<file path="config.mk">
export PLATFORM = sky130hd
export DESIGN_NAME = uart_regblk
export DESIGN_NICKNAME = d
export VERILOG_FILES = /design/src/rtl/urb_pkg.sv /design/src/rtl/urb_csr.sv /design/src/rtl/urb_fifo.sv /design/src/rtl/urb_flags.sv /design/src/rtl/uart_regblk.sv
export SDC_FILE = /design/constraint.sdc
export NUM_CORES = 1
export LEC_CHECK = 0
export ABC_AREA = 1
export BUFFER_PORTS_ARGS = -buffer_cell sky130_fd_sc_hd__buf_2
export CAP_MARGIN = 20
export CORE_ASPECT_RATIO = 2
export CORE_MARGIN = 2
export CORE_UTILIZATION = 45
export CTS_CLUSTER_DIAMETER = 200
export DETAILED_ROUTE_END_ITERATION = 7
export GPL_TIMING_DRIVEN = 0
export SYNTH_ARGS = -nofsm -noshare
export SYNTH_HDL_FRONTEND = slang
export SYNTH_SLANG_ARGS = --single-unit
</file>
<file path="constraint.sdc">
create_clock -name clk -period 6 [get_ports clk]
set_input_delay 1.2 -clock clk [delete_from_list [all_inputs] [get_ports clk]]
set_output_delay 1.2 -clock clk [all_outputs]
set_load 0.03 [all_outputs]
</file>
<file path="src/rtl/urb_pkg.sv">
package urb_pkg;
  localparam int NCSR = 5;
  // plain registers: line ctl, line status, irq ctl, fifo ctl, bit rate
  localparam logic [31:0] CSR_MASK [NCSR] = '{32'hE17F0000, 32'h0, 32'h000F0000,
                                              32'h001F0000, 32'h03FF0000};
  localparam logic [31:0] CSR_RSTV [NCSR] = '{32'h40000000, 32'h0, 32'h0, 32'h0,
                                              32'h03FF0000};
  localparam logic [5:0]  CSR_WIDX [NCSR] = '{6'd0, 6'd1, 6'd2, 6'd4, 6'd5};
  localparam int CI_ICTL = 2;
  localparam logic [5:0] WIDX_FLAGS = 6'd3;
  localparam logic [5:0] WIDX_FCTL  = 6'd4;
  localparam logic [5:0] WIDX_TXD   = 6'd8;
  localparam logic [5:0] WIDX_RXD   = 6'd12;

  function automatic logic [31:0] lane_merge(input logic [31:0] old_v,
                                             input logic [31:0] new_v,
                                             input logic [3:0]  be);
    logic [31:0] r;
    r = old_v;
    for (int b = 0; b < 4; b++)
      if (be[b]) r[b*8 +: 8] = new_v[b*8 +: 8];
    return r;
  endfunction
endpackage

</file>
<file path="src/rtl/urb_csr.sv">
module urb_csr #(
  parameter logic [31:0] MASK = 32'h0,
  parameter logic [31:0] RSTV = 32'h0
) (
  input  logic        clk,
  input  logic        rst,
  input  logic        we,
  input  logic [3:0]  be,
  input  logic [31:0] wdata,
  output logic [31:0] q
);
  always_ff @(posedge clk) begin
    if (rst)     q <= RSTV;
    else if (we) q <= urb_pkg::lane_merge(q, wdata, be) & MASK;
  end
endmodule

</file>
<file path="src/rtl/urb_fifo.sv">
module urb_fifo #(
  parameter int W     = 8,
  parameter int DEPTH = 8
) (
  input  logic         clk,
  input  logic         rst,
  input  logic         flush,
  input  logic         push,
  input  logic [W-1:0] din,
  input  logic         pop,
  output logic [W-1:0] dout,
  output logic         empty,
  output logic         full
);
  localparam int AW = (DEPTH > 1) ? $clog2(DEPTH) : 1;

  logic [W-1:0]  mem [DEPTH];
  logic [AW-1:0] wptr, rptr;
  logic [AW:0]   count;
  logic          push_ok, pop_ok;

  assign empty   = (count == '0);
  assign full    = (count == (AW+1)'(DEPTH));
  assign push_ok = push && !full;
  assign pop_ok  = pop && !empty;
  assign dout    = mem[rptr];

  function automatic logic [AW-1:0] nxt(input logic [AW-1:0] p);
    return (p == AW'(DEPTH-1)) ? '0 : p + 1'b1;
  endfunction

  always_ff @(posedge clk) begin
    if (push_ok) mem[wptr] <= din;
  end

  always_ff @(posedge clk) begin
    if (rst || flush) begin
      wptr  <= '0;
      rptr  <= '0;
      count <= '0;
    end else begin
      if (push_ok) wptr <= nxt(wptr);
      if (pop_ok)  rptr <= nxt(rptr);
      count <= count + (AW+1)'(push_ok) - (AW+1)'(pop_ok);
    end
  end

  AST_FIFO_BOUND: assert property (@(posedge clk) disable iff (rst)
    count <= (AW+1)'(DEPTH));
  AST_FULL_DROP: assert property (@(posedge clk) disable iff (rst)
    (full && push && !pop && !flush) |=> full);
  AST_FLUSH_EMPTIES: assert property (@(posedge clk) disable iff (rst)
    flush |=> empty);
endmodule

</file>
<file path="src/rtl/urb_flags.sv">
module urb_flags (
  input  logic       clk,
  input  logic       rst,
  input  logic       clr_we,
  input  logic [2:0] clr_keep,
  input  logic       rx_ne,
  input  logic       tx_nf,
  input  logic       rie,
  input  logic       tie,
  output logic [2:0] flags,
  output logic       irq
);
  logic [2:0] keep;
  assign keep = clr_we ? clr_keep : 3'b111;

  always_ff @(posedge clk) begin
    if (rst) begin
      flags <= '0;
      irq   <= 1'b0;
    end else begin
      flags <= (flags & keep) | {1'b0, tx_nf, rx_ne};
      irq   <= (flags[0] & rie) | (flags[1] & tie);
    end
  end

  AST_RX_SET_WINS: assert property (@(posedge clk) disable iff (rst)
    rx_ne |=> flags[0]);
  AST_TX_SET_WINS: assert property (@(posedge clk) disable iff (rst)
    tx_nf |=> flags[1]);
  AST_IRQ_RISE: assert property (@(posedge clk) disable iff (rst)
    ((flags[0] && rie) || (flags[1] && tie)) |=> irq);
  AST_IRQ_QUIET: assert property (@(posedge clk) disable iff (rst)
    !((flags[0] && rie) || (flags[1] && tie)) |=> !irq);
endmodule

</file>
<file path="src/rtl/uart_regblk.sv">
module uart_regblk #(
  parameter int FIFO_DEPTH = 8,
  parameter int ADDR_W     = 8
) (
  input  logic              clk,
  input  logic              rst,
  input  logic              bus_wr,
  input  logic              bus_rd,
  input  logic [ADDR_W-1:0] bus_addr,
  input  logic [3:0]        bus_be,
  input  logic [31:0]       bus_wdata,
  output logic [31:0]       bus_rdata,
  input  logic              rx_valid,
  input  logic [7:0]        rx_byte,
  input  logic              tx_pop,
  output logic [7:0]        tx_byte,
  output logic              tx_avail,
  output logic              irq
);
  import urb_pkg::*;
  localparam int IW = ADDR_W - 2;

  logic [IW-1:0] widx;
  logic [31:0]   csr_q [NCSR];
  logic [2:0]    flags;
  logic          tx_flush_q, rx_flush_q;
  logic          tx_empty, tx_full, rx_empty, rx_full;
  logic [7:0]    rx_dout;
  logic          fctl_wr, rx_rd;
  logic [31:0]   rd_mux;

  assign widx    = bus_addr[ADDR_W-1:2];
  assign fctl_wr = bus_wr && (widx == IW'(WIDX_FCTL)) && bus_be[2];
  assign rx_rd   = bus_rd && (widx == IW'(WIDX_RXD));

  for (genvar i = 0; i < NCSR; i++) begin : g_csr
    urb_csr #(.MASK(CSR_MASK[i]), .RSTV(CSR_RSTV[i])) u_csr (
      .clk(clk), .rst(rst),
      .we(bus_wr && (widx == IW'(CSR_WIDX[i]))),
      .be(bus_be), .wdata(bus_wdata), .q(csr_q[i]));
  end

  always_ff @(posedge clk) begin
    if (rst) begin
      tx_flush_q <= 1'b0;
      rx_flush_q <= 1'b0;
    end else begin
      tx_flush_q <= fctl_wr && bus_wdata[16] && bus_wdata[18];
      rx_flush_q <= fctl_wr && bus_wdata[16] && bus_wdata[17];
    end
  end

  urb_fifo #(.W(8), .DEPTH(FIFO_DEPTH)) u_txq (
    .clk(clk), .rst(rst), .flush(tx_flush_q),
    .push(bus_wr && (widx == IW'(WIDX_TXD)) && bus_be[0]),
    .din(bus_wdata[7:0]), .pop(tx_pop),
    .dout(tx_byte), .empty(tx_empty), .full(tx_full));

  urb_fifo #(.W(8), .DEPTH(FIFO_DEPTH)) u_rxq (
    .clk(clk), .rst(rst), .flush(rx_flush_q),
    .push(rx_valid), .din(rx_byte), .pop(rx_rd),
    .dout(rx_dout), .empty(rx_empty), .full(rx_full));

  assign tx_avail = !tx_empty;

  urb_flags u_flags (
    .clk(clk), .rst(rst),
    .clr_we(bus_wr && (widx == IW'(WIDX_FLAGS)) && bus_be[2]),
    .clr_keep(bus_wdata[18:16]),
    .rx_ne(!rx_empty), .tx_nf(!tx_full),
    .rie(csr_q[CI_ICTL][16]), .tie(csr_q[CI_ICTL][17]),
    .flags(flags), .irq(irq));

  always_comb begin
    rd_mux = '0;
    for (int i = 0; i < NCSR; i++)
      if (widx == IW'(CSR_WIDX[i])) rd_mux = csr_q[i];
    if (widx == IW'(WIDX_FLAGS)) rd_mux = {13'b0, flags, 16'b0};
    if (widx == IW'(WIDX_RXD))   rd_mux = rx_empty ? 32'h0 : {24'h0, rx_dout};
  end

  always_ff @(posedge clk) begin
    if (rst)         bus_rdata <= '0;
    else if (bus_rd) bus_rdata <= rd_mux;
  end

  AST_RX_EMPTY_READ: assert property (@(posedge clk) disable iff (rst)
    (rx_rd && rx_empty) |=> (bus_rdata == 32'h0));
  AST_RX_FULL_DROP: assert property (@(posedge clk) disable iff (rst)
    (rx_full && rx_valid && !rx_rd && !rx_flush_q) |=> rx_full);
  AST_RDATA_HOLD: assert property (@(posedge clk) disable iff (rst)
    !bus_rd |=> $stable(bus_rdata));
endmodule

</file>
### Word-level counts from Yosys, hierarchy flattened

Memory sizes are Yosys's and may differ from the RTL's. A register that Yosys moved wholly into a read port is not among the register bits.
Cells that the tools add are included.

* bits in registers: 88
* RAM bits: 128
* bits of input ports: 58
* output and inout bits: 42
* word-level logic and storage cells: 98
* memories kept: 2

* add/sub/neg operators: 8
* equality and inequality tests: 13
* mux-type cells: 21
* bitwise gates (word level): 5
* reduce and logical (&&, ||, !) cells: 32

Memories
* u_rxq.mem: words 8, bits a word 8, rd ports 1, clocked after Yosys merged registers in 1, wr ports 1, line urb_fifo.sv:17 `logic [W-1:0] mem [DEPTH];`
* u_txq.mem: words 8, bits a word 8, rd ports 1, clocked after Yosys merged registers in 1, wr ports 1, line urb_fifo.sv:17

Operator list (count)
* $mux 32: 7
* $mux 3: 9
* $logic_and 1x1->1: 17
* $add 3x1->3 const B: 4
* $eq 3x3->1 const B: 4
* $eq 6x2->1 const B: 2
* $eq 6x3->1 const B: 2
* $eq 6x4->1 const B: 2
* $reduce_and 2->1: 6
* $add 4x1->4: 2
* $eq 4x4->1 const B: 2
* $logic_not 4->1: 2
* $mux 8: 1
* $sub 4x1->4: 2
* $eq 6x1->1 const B: 1
* $logic_not 6->1: 1
* $logic_not 1->1: 4
* $mux 1: 4
* $and 3x3->3: 1
* $or 3x2->3: 1
* $and 1x1->1: 2
* $logic_or 1x1->1: 2
* $or 1x1->1: 1

### Logic depth before layout (Yosys ltp)

* depth after elaboration: 8
* depth in mapped cells: 13
* mapped depth without buffers: 12

### Modules after synthesis

From an unflattened synthesis, not the netlist that was laid out.

* cells, all modules: 1569
* area, all modules: 12191.7 um^2

By module, submodules not included
* urb_fifo (u_txq): times used 1, cells an instance 379, area each 3598.5 um^2, seq. area each 2182.1 um^2
* urb_fifo (u_rxq): times used 1, cells an instance 376, area each 3597.2 um^2, seq. area each 2182.1 um^2
* uart_regblk: times used 1, cells an instance 487, area each 2660.1 um^2, seq. area each 680.7 um^2
* urb_csr (g_csr[0].u_csr): times used 1, cells an instance 91, area each 621.8 um^2, seq. area each 220.2 um^2
* urb_csr (g_csr[4].u_csr): times used 1, cells an instance 68, area each 535.5 um^2, seq. area each 200.2 um^2
* urb_csr (g_csr[3].u_csr): times used 1, cells an instance 60, area each 410.4 um^2, seq. area each 100.1 um^2
* urb_csr (g_csr[2].u_csr): times used 1, cells an instance 55, area each 379.1 um^2, seq. area each 80.1 um^2
* urb_csr (g_csr[1].u_csr): times used 1, cells an instance 33, area each 244.0 um^2, seq. area each 0.0 um^2
* urb_flags: times used 1, cells an instance 20, area each 145.1 um^2, seq. area each 80.1 um^2

### Least setup slack after synthesis

OpenSTA, ideal clock, no wires.

* path kind: input to register
* start: input port bus_addr[7]
* end: register u_rxq.count[2]
* setup time: 0.118 ns
* data arrival time: 2.867 ns
* required time: 5.882 ns
* slack: 3.014 ns
* stages: 13
* buffers on the path: 1
* cells stage by stage: nor2_4 -> buf_6 -> nand4_4 -> nor2_4 -> nand2_2 -> nor2_1 -> inv_1 -> o21ai_0 -> ha_1 -> inv_1 -> fa_1 -> xor2_1 -> nor2_1

* word-level cells in the longest chain between the ends: 4

Ends and longest elaborated chain
* start: declaration: line uart_regblk.sv:9 `input logic [ADDR_W-1:0] bus_addr,`
* $eq 6x4->1: line uart_regblk.sv:34 `assign rx_rd = bus_rd && (widx == IW'(WIDX_RXD));`
* $logic_and 1x1->1: line uart_regblk.sv:34
* $logic_and 1x1->1: line urb_fifo.sv:25 `assign pop_ok = pop && !empty;`
* $sub 4x1->4: line urb_fifo.sv:44 `count <= count + (AW+1)'(push_ok) - (AW+1)'(pop_ok);`
* end signal: assignment: line urb_fifo.sv:44
* end: declaration: line urb_fifo.sv:19 `logic [AW:0] count;`

No other way between the ends.
A chain may end at the register's enable or synchronous reset.

==> flow_summary.json <==
{
  "grtUsageMet3_pct": 2.87,
  "power_mw": 3.49,
  "p_per_area_nw_per_um2": 344,
  "required_ps": 4800,
  "cts_resized": 0,
  "fillCellCount": 1845,
  "synth_seq_cells": 211,
  "rrSetupSlack_ps": 3720,
  "holdCritPathClass": "reg -> reg",
  "drive_above_1_share_pct": 15.9,
  "syn2layout_area_growth_pct": 15.0,
  "clockBufferDepth": 3,
  "period_share_pct": 58.4,
  "gr-total-overflow": 0,
  "syn_area_um2": 8830,
  "clk_latency_ps": 490,
  "dieWidth_um": 103,
  "antenna_left": 0,
  "fin_nets": 1067,
  "fmax_mhz": 285,
  "rows": 72,
  "met1_usage_pct": 19.7,
  "async_reset_ff_share_pct": 0,
  "dieArea_um2": 20800,
  "antenna_cells": 0,
  "port_buffers": 74,
  "finish.utilization_pct": 52.7,
  "vias_per_cell": 5.03,
  "cts_sinks": 211,
  "slew_headroom_pct": 33.2,
  "grt_max_degree": 18,
  "coreArea_um2": 19300,
  "clk_pin_slew_ps": 70,
  "fin_crit_ps": 3500,
  "rsz0062_at_grt": "no",
  "worstMarginPinSlew_ps": 998,
  "first_pass_iters": 5,
  "skew_ps": 9.80,
  "static-leakage-power_nw": 4.13,
  "grt_pass1_vias": 6441,
  "finalWeightedCongestion": 0.840,
  "final_common_cell": "nand2_1",
  "use_met2_pct": 41.6,
  "die_h_um": 202,
  "synth_edf_count": 128,
  "drc": 0,
  "place_inst": 1226,
  "final_cell_mix": "nand2_1 (199), edfxtp_1 (128), nor2_1 (106), dfxtp_1 (83), buf_2 (81)",
  "ios": 100,
  "finalMaxSlewViolations": 0,
  "grt_first_pass_wirelength_um": 32600,
  "antenna_found_initial": 0,
  "cts-root-buf": "clkbuf_16",
  "instances_no_fill": 1259,
  "vias": 6333,
  "busiest_layer": "met2",
  "syn_area_per_cell_um2": 10.0,
  "wl_per_cell_um": 16.8,
  "yosysWarnings": 0,
  "synth_cell_types": 37,
  "path_max_fanout": 10,
  "cts_setup_buffers": 0,
  "setup_violations": 0,
  "dp_hpwl_um": 15500,
  "synth_cells": 883,
  "crit_type": "reg -> out",
  "cts_tree": "done",
  "worstPathArrival_ps": 2300,
  "grt.total_usage_pct": 20.8,
  "end_kind": "output pin",
  "initial_core_util_pct": 45.8,
  "synthFlopType": "edfxtp_1",
  "first_iter_violations": 336,
  "wirelength_um": 21100,
  "numCtsBuffers": 19,
  "hold_buffers": 0,
  "seq_area_frac_synth_pct": 62.3,
  "start_kind": "flip-flop",
  "cap_violations": 0,
  "ir_worst_vdd_mv": 0.232,
  "finalHoldViolations": 0,
  "tns_ps": 0,
  "h-tree-depth": 1,
  "status": "complete, no violations"
}
metal layers:
| metal | vias to the layer above | share of wire [%] |
|---|---|---|
| li1 | 3175 | - |
| met1 | 2971 | 34 |
| met2 | 133 | 58 |
| met3 | 54 | 3.8 |
| met4 | 0 | 4.0 |
| met5 | - | 0 |
worst max-delay path, cell delays in order (launching register included):
cell and delay, ps:
dfxtp_1 370, inv_1 170, clkbuf_1 540, nor2_1 80
o32ai_1 300, nand2_1 90, nand2_1 70, buf_2 190
registers in the layout (all words and copies together), names as in the netlist, named ones only:
register / cells
rx_flush_q: 1
u_rxq.count: 4
tx_flush_q: 1
u_txq.mem: 64
u_rxq.wptr: 3
u_rxq.rptr: 3
bus_rdata: 21
g_csr.u_csr.q: 30
u_flags.flags: 3
u_txq.count: 4
u_flags.irq: 1
u_txq.rptr: 3
u_txq.wptr: 3
u_rxq.mem: 64
cell usage after synthesis, types with 2 or more instances:
master | n | area share (%)
a21oi_1 | 52 | 2.9
o21ai_1 | 3 | 0.17
o21ai_0 | 42 | 2.4
buf_2 | 7 | 0.40
nand2_4 | 2 | 0.25
xor2_1 | 2 | 0.20
o32ai_1 | 16 | 1.6
o211ai_1 | 4 | 0.34
buf_4 | 11 | 0.93
nand2_2 | 6 | 0.43
fa_1 | 2 | 0.45
clkbuf_1 | 23 | 0.98
edfxtp_1 | 128 | 44
nand2_1 | 199 | 8.5
o211ai_2 | 3 | 0.43
buf_6 | 4 | 0.51
or2_2 | 2 | 0.14
a21oi_2 | 3 | 0.30
nor3_1 | 3 | 0.17
ha_1 | 19 | 2.7
nand3_1 | 73 | 4.1
nand4_4 | 2 | 0.48
nor2_4 | 6 | 0.76
dfxtp_1 | 83 | 19
inv_1 | 59 | 2.5
inv_2 | 5 | 0.21
nor2_1 | 106 | 4.5
nand4_1 | 9 | 0.64
where the power goes:
group	total, mW	leakage, nW	internal [mW]	switching [mW]
Sequential	1.64	1.83	1.61	0.0353
Combinational	0.692	2.00	0.212	0.479
Clock	1.16	0.298	0.637	0.523
final timing paths:
path,startpoint,end,depth (start not counted)
setup / recovery,flip-flop,tx_byte[3],7
hold / removal,g_csr[4].u_csr.q[22],g_csr[4].u_csr.q[22],2
setup reg to reg,u_txq.count[2],u_txq.count[2],12
hold reg to reg,g_csr[4].u_csr.q[22],g_csr[4].u_csr.q[22],2
stage by stage:
stage	area (um^2)	setup WS, ps	hold slack (ps)
finish	10200	2500	460
global placement	9560	2630	439
global route	10200	2300	485
CTS	10200	2470	462
floorplan	8870	3010	429
detailed placement	9560	2620	444
cells by family after synthesis:
family,count (synthesis),synth area share (%)
AO/OA/AOI/OAI,125,8.34
XOR/XNOR,2,0.198
adder cells (fa/ha/maj),21,3.14
buffers and inverters,113,5.75
flip-flops,211,62.3
other,1,0.0425
AND/OR/NAND/NOR,410,20.2
area by class of cell:
cell class / instances / area, um^2 / share of cell area [%]
buffer: 46 / 253 / 2.49
clock buffer: 25 / 536 / 5.27
clock inverter: 8 / 53.8 / 0.530
inverter: 67 / 255 / 2.51
multi-input combinational: 569 / 2860 / 28.1
sequential: 211 / 5510 / 54.2
tap: 259 / 324 / 3.19
timing repair buffer: 74 / 370 / 3.65
Power figures use the tool's default switching activity.
